[src/rtl/mck_pkg.sv]
package mck_pkg;

  typedef enum logic [1:0] {
    SRC_SLOW = 2'd0,
    SRC_MAIN = 2'd1,
    SRC_PLL  = 2'd2,
    SRC_UPLL = 2'd3
  } mck_src_e;

  // Division ratio for a prescaler code: the all-ones code means 3,
  // every other code n means 2**n.
  function automatic int unsigned div_ratio(input int unsigned code,
                                            input int unsigned pres_w);
    if (code == ((1 << pres_w) - 1)) begin
      return 3;
    end
    return 1 << code;
  endfunction

endpackage

[src/rtl/mck_src_mux.sv]
module mck_src_mux #(
  parameter int NSRC  = 4,
  parameter int SEL_W = $clog2(NSRC)
) (
  input  logic [NSRC-1:0]  src_tick,
  input  logic [SEL_W-1:0] act_sel,
  output logic             sel_tick
);

  logic [NSRC-1:0] hit;

  for (genvar i = 0; i < NSRC; i++) begin : g_hit
    assign hit[i] = src_tick[i] & (act_sel == SEL_W'(i));
  end

  assign sel_tick = |hit;

endmodule

[src/rtl/mck_prescaler.sv]
module mck_prescaler #(
  parameter int PRES_W = 3
) (
  input  logic              clk,
  input  logic              rst_n,
  input  logic              sel_tick,
  input  logic [PRES_W-1:0] act_pres,
  output logic              boundary,
  output logic              mck_tick
);

  localparam int MAX_LOG = (1 << PRES_W) - 2;
  localparam int CNT_W   = (MAX_LOG < 2) ? 2 : MAX_LOG;
  localparam int LIM_W   = CNT_W + 1;

  logic [CNT_W-1:0] cnt_q, cnt_n;
  logic [LIM_W-1:0] limit;
  logic             last;
  logic             tick_n;
  logic             tick_q;

  always_comb begin
    limit = LIM_W'(mck_pkg::div_ratio(int'(act_pres), PRES_W));
    last  = ({1'b0, cnt_q} == (limit - LIM_W'(1)));
    boundary = sel_tick & last;
    tick_n   = boundary;
    cnt_n    = cnt_q;
    if (sel_tick) begin
      if (last) begin
        cnt_n = '0;
      end else begin
        cnt_n = cnt_q + CNT_W'(1);
      end
    end
  end

  always_ff @(posedge clk or negedge rst_n) begin
    if (!rst_n) begin
      cnt_q  <= '0;
      tick_q <= 1'b0;
    end else begin
      cnt_q  <= cnt_n;
      tick_q <= tick_n;
    end
  end

  assign mck_tick = tick_q;

endmodule

[src/rtl/mck_switch_ctrl.sv]
module mck_switch_ctrl #(
  parameter int SEL_W        = 2,
  parameter int PRES_W       = 3,
  parameter int SETTLE_TICKS = 2
) (
  input  logic              clk,
  input  logic              rst_n,
  input  logic              cfg_wr,
  input  logic [SEL_W-1:0]  cfg_sel,
  input  logic [PRES_W-1:0] cfg_pres,
  input  logic              sel_tick,
  input  logic              boundary,
  output logic [SEL_W-1:0]  act_sel,
  output logic [PRES_W-1:0] act_pres,
  output logic              pend_valid,
  output logic              mck_ready
);

  localparam int ST_W = $clog2(SETTLE_TICKS + 1);

  logic [SEL_W-1:0]  act_sel_q,  act_sel_n;
  logic [PRES_W-1:0] act_pres_q, act_pres_n;
  logic [SEL_W-1:0]  pend_sel_q, pend_sel_n;
  logic [PRES_W-1:0] pend_pres_q, pend_pres_n;
  logic              pend_vld_q, pend_vld_n;
  logic [ST_W-1:0]   settle_q,   settle_n;
  logic              ready_q,    ready_n;
  logic              swap;

  always_comb begin
    swap        = boundary & pend_vld_q;
    act_sel_n   = swap ? pend_sel_q  : act_sel_q;
    act_pres_n  = swap ? pend_pres_q : act_pres_q;
    pend_sel_n  = cfg_wr ? cfg_sel  : pend_sel_q;
    pend_pres_n = cfg_wr ? cfg_pres : pend_pres_q;
    pend_vld_n  = cfg_wr | (pend_vld_q & ~swap);

    settle_n = settle_q;
    if (swap) begin
      settle_n = ST_W'(SETTLE_TICKS);
    end else if (sel_tick && (settle_q != '0)) begin
      settle_n = settle_q - ST_W'(1);
    end

    ready_n = ready_q;
    if (cfg_wr) begin
      ready_n = 1'b0;
    end else if (!swap && sel_tick && !pend_vld_q &&
                 (settle_q == ST_W'(1))) begin
      ready_n = 1'b1;
    end
  end

  always_ff @(posedge clk or negedge rst_n) begin
    if (!rst_n) begin
      act_sel_q   <= '0;
      act_pres_q  <= '0;
      pend_sel_q  <= '0;
      pend_pres_q <= '0;
      pend_vld_q  <= 1'b0;
      settle_q    <= '0;
      ready_q     <= 1'b1;
    end else begin
      act_sel_q   <= act_sel_n;
      act_pres_q  <= act_pres_n;
      pend_sel_q  <= pend_sel_n;
      pend_pres_q <= pend_pres_n;
      pend_vld_q  <= pend_vld_n;
      settle_q    <= settle_n;
      ready_q     <= ready_n;
    end
  end

  assign act_sel    = act_sel_q;
  assign act_pres   = act_pres_q;
  assign pend_valid = pend_vld_q;
  assign mck_ready  = ready_q;

endmodule

[src/rtl/mck_clock_gen.sv]
module mck_clock_gen #(
  parameter int NSRC         = 4,
  parameter int SEL_W        = $clog2(NSRC),
  parameter int PRES_W       = 3,
  parameter int SETTLE_TICKS = 2
) (
  input  logic              clk,
  input  logic              rst_n,
  input  logic [NSRC-1:0]   src_tick,
  input  logic              cfg_wr,
  input  logic [SEL_W-1:0]  cfg_sel,
  input  logic [PRES_W-1:0] cfg_pres,
  output logic              mck_tick,
  output logic              mck_ready
);

  logic [1:0]        rst_sync_q;
  logic              rst_int_n;
  logic              sel_tick;
  logic              boundary;
  logic [SEL_W-1:0]  act_sel;
  logic [PRES_W-1:0] act_pres;
  logic              pend_valid;

  // asynchronous assertion, synchronous release
  always_ff @(posedge clk or negedge rst_n) begin
    if (!rst_n) begin
      rst_sync_q <= 2'b00;
    end else begin
      rst_sync_q <= {rst_sync_q[0], 1'b1};
    end
  end

  assign rst_int_n = rst_sync_q[1];

  mck_src_mux #(
    .NSRC  (NSRC),
    .SEL_W (SEL_W)
  ) u_mux (
    .src_tick (src_tick),
    .act_sel  (act_sel),
    .sel_tick (sel_tick)
  );

  mck_prescaler #(
    .PRES_W (PRES_W)
  ) u_pres (
    .clk      (clk),
    .rst_n    (rst_int_n),
    .sel_tick (sel_tick),
    .act_pres (act_pres),
    .boundary (boundary),
    .mck_tick (mck_tick)
  );

  mck_switch_ctrl #(
    .SEL_W        (SEL_W),
    .PRES_W       (PRES_W),
    .SETTLE_TICKS (SETTLE_TICKS)
  ) u_ctrl (
    .clk        (clk),
    .rst_n      (rst_int_n),
    .cfg_wr     (cfg_wr),
    .cfg_sel    (cfg_sel),
    .cfg_pres   (cfg_pres),
    .sel_tick   (sel_tick),
    .boundary   (boundary),
    .act_sel    (act_sel),
    .act_pres   (act_pres),
    .pend_valid (pend_valid),
    .mck_ready  (mck_ready)
  );

endmodule

[config.mk]
export PLATFORM = sky130hd
export DESIGN_NAME = mck_clock_gen
export DESIGN_NICKNAME = d
export VERILOG_FILES = /design/src/rtl/mck_pkg.sv /design/src/rtl/mck_src_mux.sv /design/src/rtl/mck_prescaler.sv /design/src/rtl/mck_switch_ctrl.sv /design/src/rtl/mck_clock_gen.sv
export SDC_FILE = /design/constraint.sdc
export NUM_CORES = 1
export LEC_CHECK = 0
export BUFFER_PORTS_ARGS = -buffer_cell sky130_fd_sc_hd__buf_2
export CORE_AREA = 2 2 43 84
export CTS_CLUSTER_SIZE = 12
export DETAILED_ROUTE_END_ITERATION = 8
export DIE_AREA = 0 0 45 86
export SYNTH_ARGS = -nofsm -noshare
export SYNTH_HDL_FRONTEND = slang
export SYNTH_SLANG_ARGS = --single-unit
[constraint.sdc]
create_clock -name clk -period 2.1 [get_ports clk]
set_input_delay 0.42 -clock clk [delete_from_list [all_inputs] [get_ports clk]]
set_output_delay 0.42 -clock clk [all_outputs]
set_load 0.01 [all_outputs]
==> flow_summary_export.csv <==
group,metric,value,unit
run_status,status,"complete, but fails checks",
run_status,violations,"negative setup slack",
final_layout,drive_gt1_frac,0.4507,
placed_design,placed_area,1490,um^2
route,first_pass_iters,4,
power_and_ir_drop,power_density,1562,nW/um^2
logic_synthesis,synthFlopType,"dfrtp_1",
worst_setup_path,worstSetupStartpoint,"u_ctrl.act_pres[2]$_DFFE_PN0P_",
worst_setup_path,required,2250,ps
floorplan,ios,14,
logic_synthesis,synth_edf_count,0,
worst_setup_path,crit_path_end_kind,"flop",
clock_network,cts_buffers,3,
floorplan,die_h,86,um
clock_network,cts_max_level,1,
timing,relSlewSlack,0.4475,
clock_network,clk_pin_slew,80,ps
floorplan,core_area,3193,um^2
logic_synthesis,synth-async-reset-ratio,1.000,
clock_network,cts_root_buf,"clkbuf_8",
logic_synthesis,synth_area_per_cell,11.27,um^2
floorplan,dieArea,3870,um^2
global_route,grt_overflow_total,0,
power_and_ir_drop,swShare,0.3839,
global_route,antenna_found_initial,0,
worst_hold_path,hp-class,"reg2async",
worst_setup_path,regToRegSetupSlack,-460,ps
logic_synthesis,syn_nets,126,
timing,fin_crit,2555,ps
final_layout,syn2layout_area_growth,27.85,%
route,via_per_inst,5.468,
power_and_ir_drop,finalPower,0.002476,W
timing,post-route-period-util,1.217,
placed_design,place_hpwl,2029,um
power_and_ir_drop,p_leak,0.7412,nW
timing,slew_violations,0,
worst_setup_path,r2r_start,"u_ctrl.act_pres[2]$_DFFE_PN0P_",
global_route,grt_pass1_vias,1054,
power_and_ir_drop,clockPowerShare,0.108,
logic_synthesis,ys_warn_count,0,
timing,fin_skew,3.577,ps
power_and_ir_drop,p_int,0.001525,W
run,maxCapViolCount,0,
logic_synthesis,synth_cells,110,
logic_synthesis,synth-seq-cells,23,
final_layout,fillers,303,
final_layout,finish.utilization,0.4965,
power_and_ir_drop,p_comb_frac,0.587,
floorplan,rows,29,
worst_setup_path,endpoint,"u_ctrl.act_pres[1]$_DFFE_PN0P_",
worst_setup_path,startpoint_type,"flop",
logic_synthesis,synth_area,1240,um^2
logic_synthesis,ys_seq_area_frac,0.4652,
timing,final_hold_viol_count,0,
placed_design,io_buffers,13,
power_and_ir_drop,seqPwrFrac,0.305,
route,remaining_drc_errors,0,
global_route,grt_max_degree,22,
logic_synthesis,ys_types,41,
route,drt-initial-drc-count,29,
timing,rsz0062_at_grt,"yes",
placed_design,place_ws,-496.2,ps
clock_network,clock-sinks,23,
final_layout,fin_area,1585,um^2
floorplan,initial_utilization,0.3883,
global_route,track_usage,0.1578,
route,antenna_left,0,
worst_setup_path,worstSetupPathType,"reg2reg",
timing,fmax,391.3,MHz
route,wirelength,2557,um
clock_network,cts_tree,"done",
route,wl_per_cell,14.78,um
worst_setup_path,reg2reg_depth,9,
power_and_ir_drop,p_switching,0.0009507,W
worst_setup_path,crit_path_max_fanout,6,
floorplan,fp.dieW,45,um
timing,fin_ws,-455.4,ps
clock_network,max-clock-path-buffers,2,
placed_design,place_congestion,0.7404,
final_layout,layout.nets,159,
clock_network,clock_latency,260,ps
timing,tightest_slew,828.7,ps
power_and_ir_drop,vdd_ir_drop_max,816.3,uV
timing,setup_violations,15,
global_route,grt_pass1_wl,4547,um
final_layout,n_antenna_cell,0,
worst_setup_path,cp.arrival,2700,ps
route,vias,946,
timing,setup_tns,-4934,ps
worst_setup_path,timing.rr.end,"u_ctrl.act_pres[1]$_DFFE_PN0P_",
[cell type report]
cell class,instances,area [um^2],area share
Clock buffer,4,45.04,0.02841
Multi-Input combinational cell,76,678.2,0.4278
Sequential cell,23,579.3,0.3654
Timing Repair Buffer,34,225.2,0.1421
Inverter,5,18.77,0.01184
Tap cell,31,38.79,0.02447
[sequential cells by signal, summed over array words and instances, names as in the netlist]
name,count
u_ctrl.settle_q,2
u_ctrl.mck_ready,1
u_pres.mck_tick,1
u_ctrl.act_pres,3
rst_sync_q,2
u_ctrl.pend_sel_q,2
u_ctrl.pend_valid,1
u_ctrl.act_sel,2
u_ctrl.pend_pres_q,3
u_pres.cnt_q,6
[metal layers]
layer / up-vias / global-route usage / part of all wire
met2: 12 / 0.2961 / 0.61
met3: 5 / 0.02526 / 0.020
li1: 452 / - / -
met5: - / 0 / 0
met1: 477 / 0.1588 / 0.36
met4: 0 / 0.06684 / 0.015
[worst min path at each step]
| stage | from | to | cells past startpoint |
|---|---|---|---|
| global route | cfg_sel[0] | u_ctrl.pend_sel_q[0]$_DFFE_PN0P_ | 2 |
| floorplan | rst_n | rst_sync_q[0]$_DFF_PN0_ | 0 |
| detailed placement | rst_n | rst_sync_q[0]$_DFF_PN0_ | 1 |
| finish | rst_sync_q[1]$_DFF_PN0_ | u_pres.cnt_q[1]$_DFFE_PN0P_ | 0 |
| CTS | rst_sync_q[0]$_DFF_PN0_ | rst_sync_q[1]$_DFF_PN0_ | 0 |
| global placement | rst_n | rst_sync_q[1]$_DFF_PN0_ | 1 |
[timing repair]
action | CTS | global route
pin swaps | 1 | 1
gates cloned | 0 | 0
endpoints found under the hold margin | 2 | 0
hold buffers | 1 | 0
gates resized for setup | 3 | 1
endpoints found under the setup margin | 15 | 15
buffers inserted | 3 | 3
[worst max-delay path: stages, from the launching register on]
cell and delay [ps]:
dfrtp_2 450, and2_4 200, o21ai_4 160, ha_4 160, nor2_2 40, and2_4 150
or4_4 430, a2111oi_4 380, nand2_4 150, mux2_4 320
[Yosys cell counts (2+ instances only)]
cell type	number	area share
a21oi_1	2	0.0081
dfrtp_1	22	0.44
nand2_1	4	0.012
nand4_1	3	0.015
nor3_1	2	0.0081
mux2_2	5	0.045
o21ai_0	4	0.016
inv_1	5	0.015
ha_1	4	0.040
a31oi_1	3	0.015
nor2_1	10	0.030
clkbuf_1	6	0.018
mux2_4	5	0.061
xor2_1	4	0.028
nand2b_1	2	0.010
xnor2_1	4	0.028
[cells by family (layout without fill, tap and decap cells)]
group	after synthesis	after routing	share of synthesized area
other	1	1	0.003024
AO/OA/AOI/OAI	19	19	0.1231
flip-flops	23	23	0.4652
buffers and inverters	11	43	0.03330
multiplexers	12	12	0.1322
AND/OR/NAND/NOR	32	32	0.1463
adder cells (fa/ha/maj)	4	4	0.04036
XOR/XNOR	8	8	0.05650
[cell usage in the layout, fill, tap and decap left out, drive strengths merged, types with 2 or more instances in the layout]
cell type / netlist / final
a31oi: 3 / 3
nand2: 5 / 5
and2: 2 / 2
xnor2: 4 / 4
nand2b: 2 / 2
clkbuf: 6 / 4
nor2: 11 / 11
nand4: 3 / 3
inv: 5 / 5
nor3: 2 / 2
buf: 0 / 33
mux2: 10 / 10
o21ai: 4 / 4
dfrtp: 22 / 22
and3: 2 / 2
ha: 4 / 4
a21oi: 2 / 2
xor2: 4 / 4
[through the flow]
step / cells / hold WS (ps)
after floorplan: 110 / 124.4
after global placement: 164 / 204.0
after detailed placement: 164 / 205.7
after CTS: 171 / 366.0
after global routing: 173 / 381.6
final: 173 / 346.3
[power by group through the flow]
stage	combinational, W	sequential (W)	clock, W
2_1_floorplan	0.00106	0.000695	0
3_3_place_gp	0.00136	0.000747	0
3_5_place_dp	0.00140	0.000758	0
4_1_cts	0.00144	0.000755	0.000278
5_1_grt	0.00160	0.000780	0.000298
6_report	0.00145	0.000755	0.000267
Power figures use the tool's default switching activity.
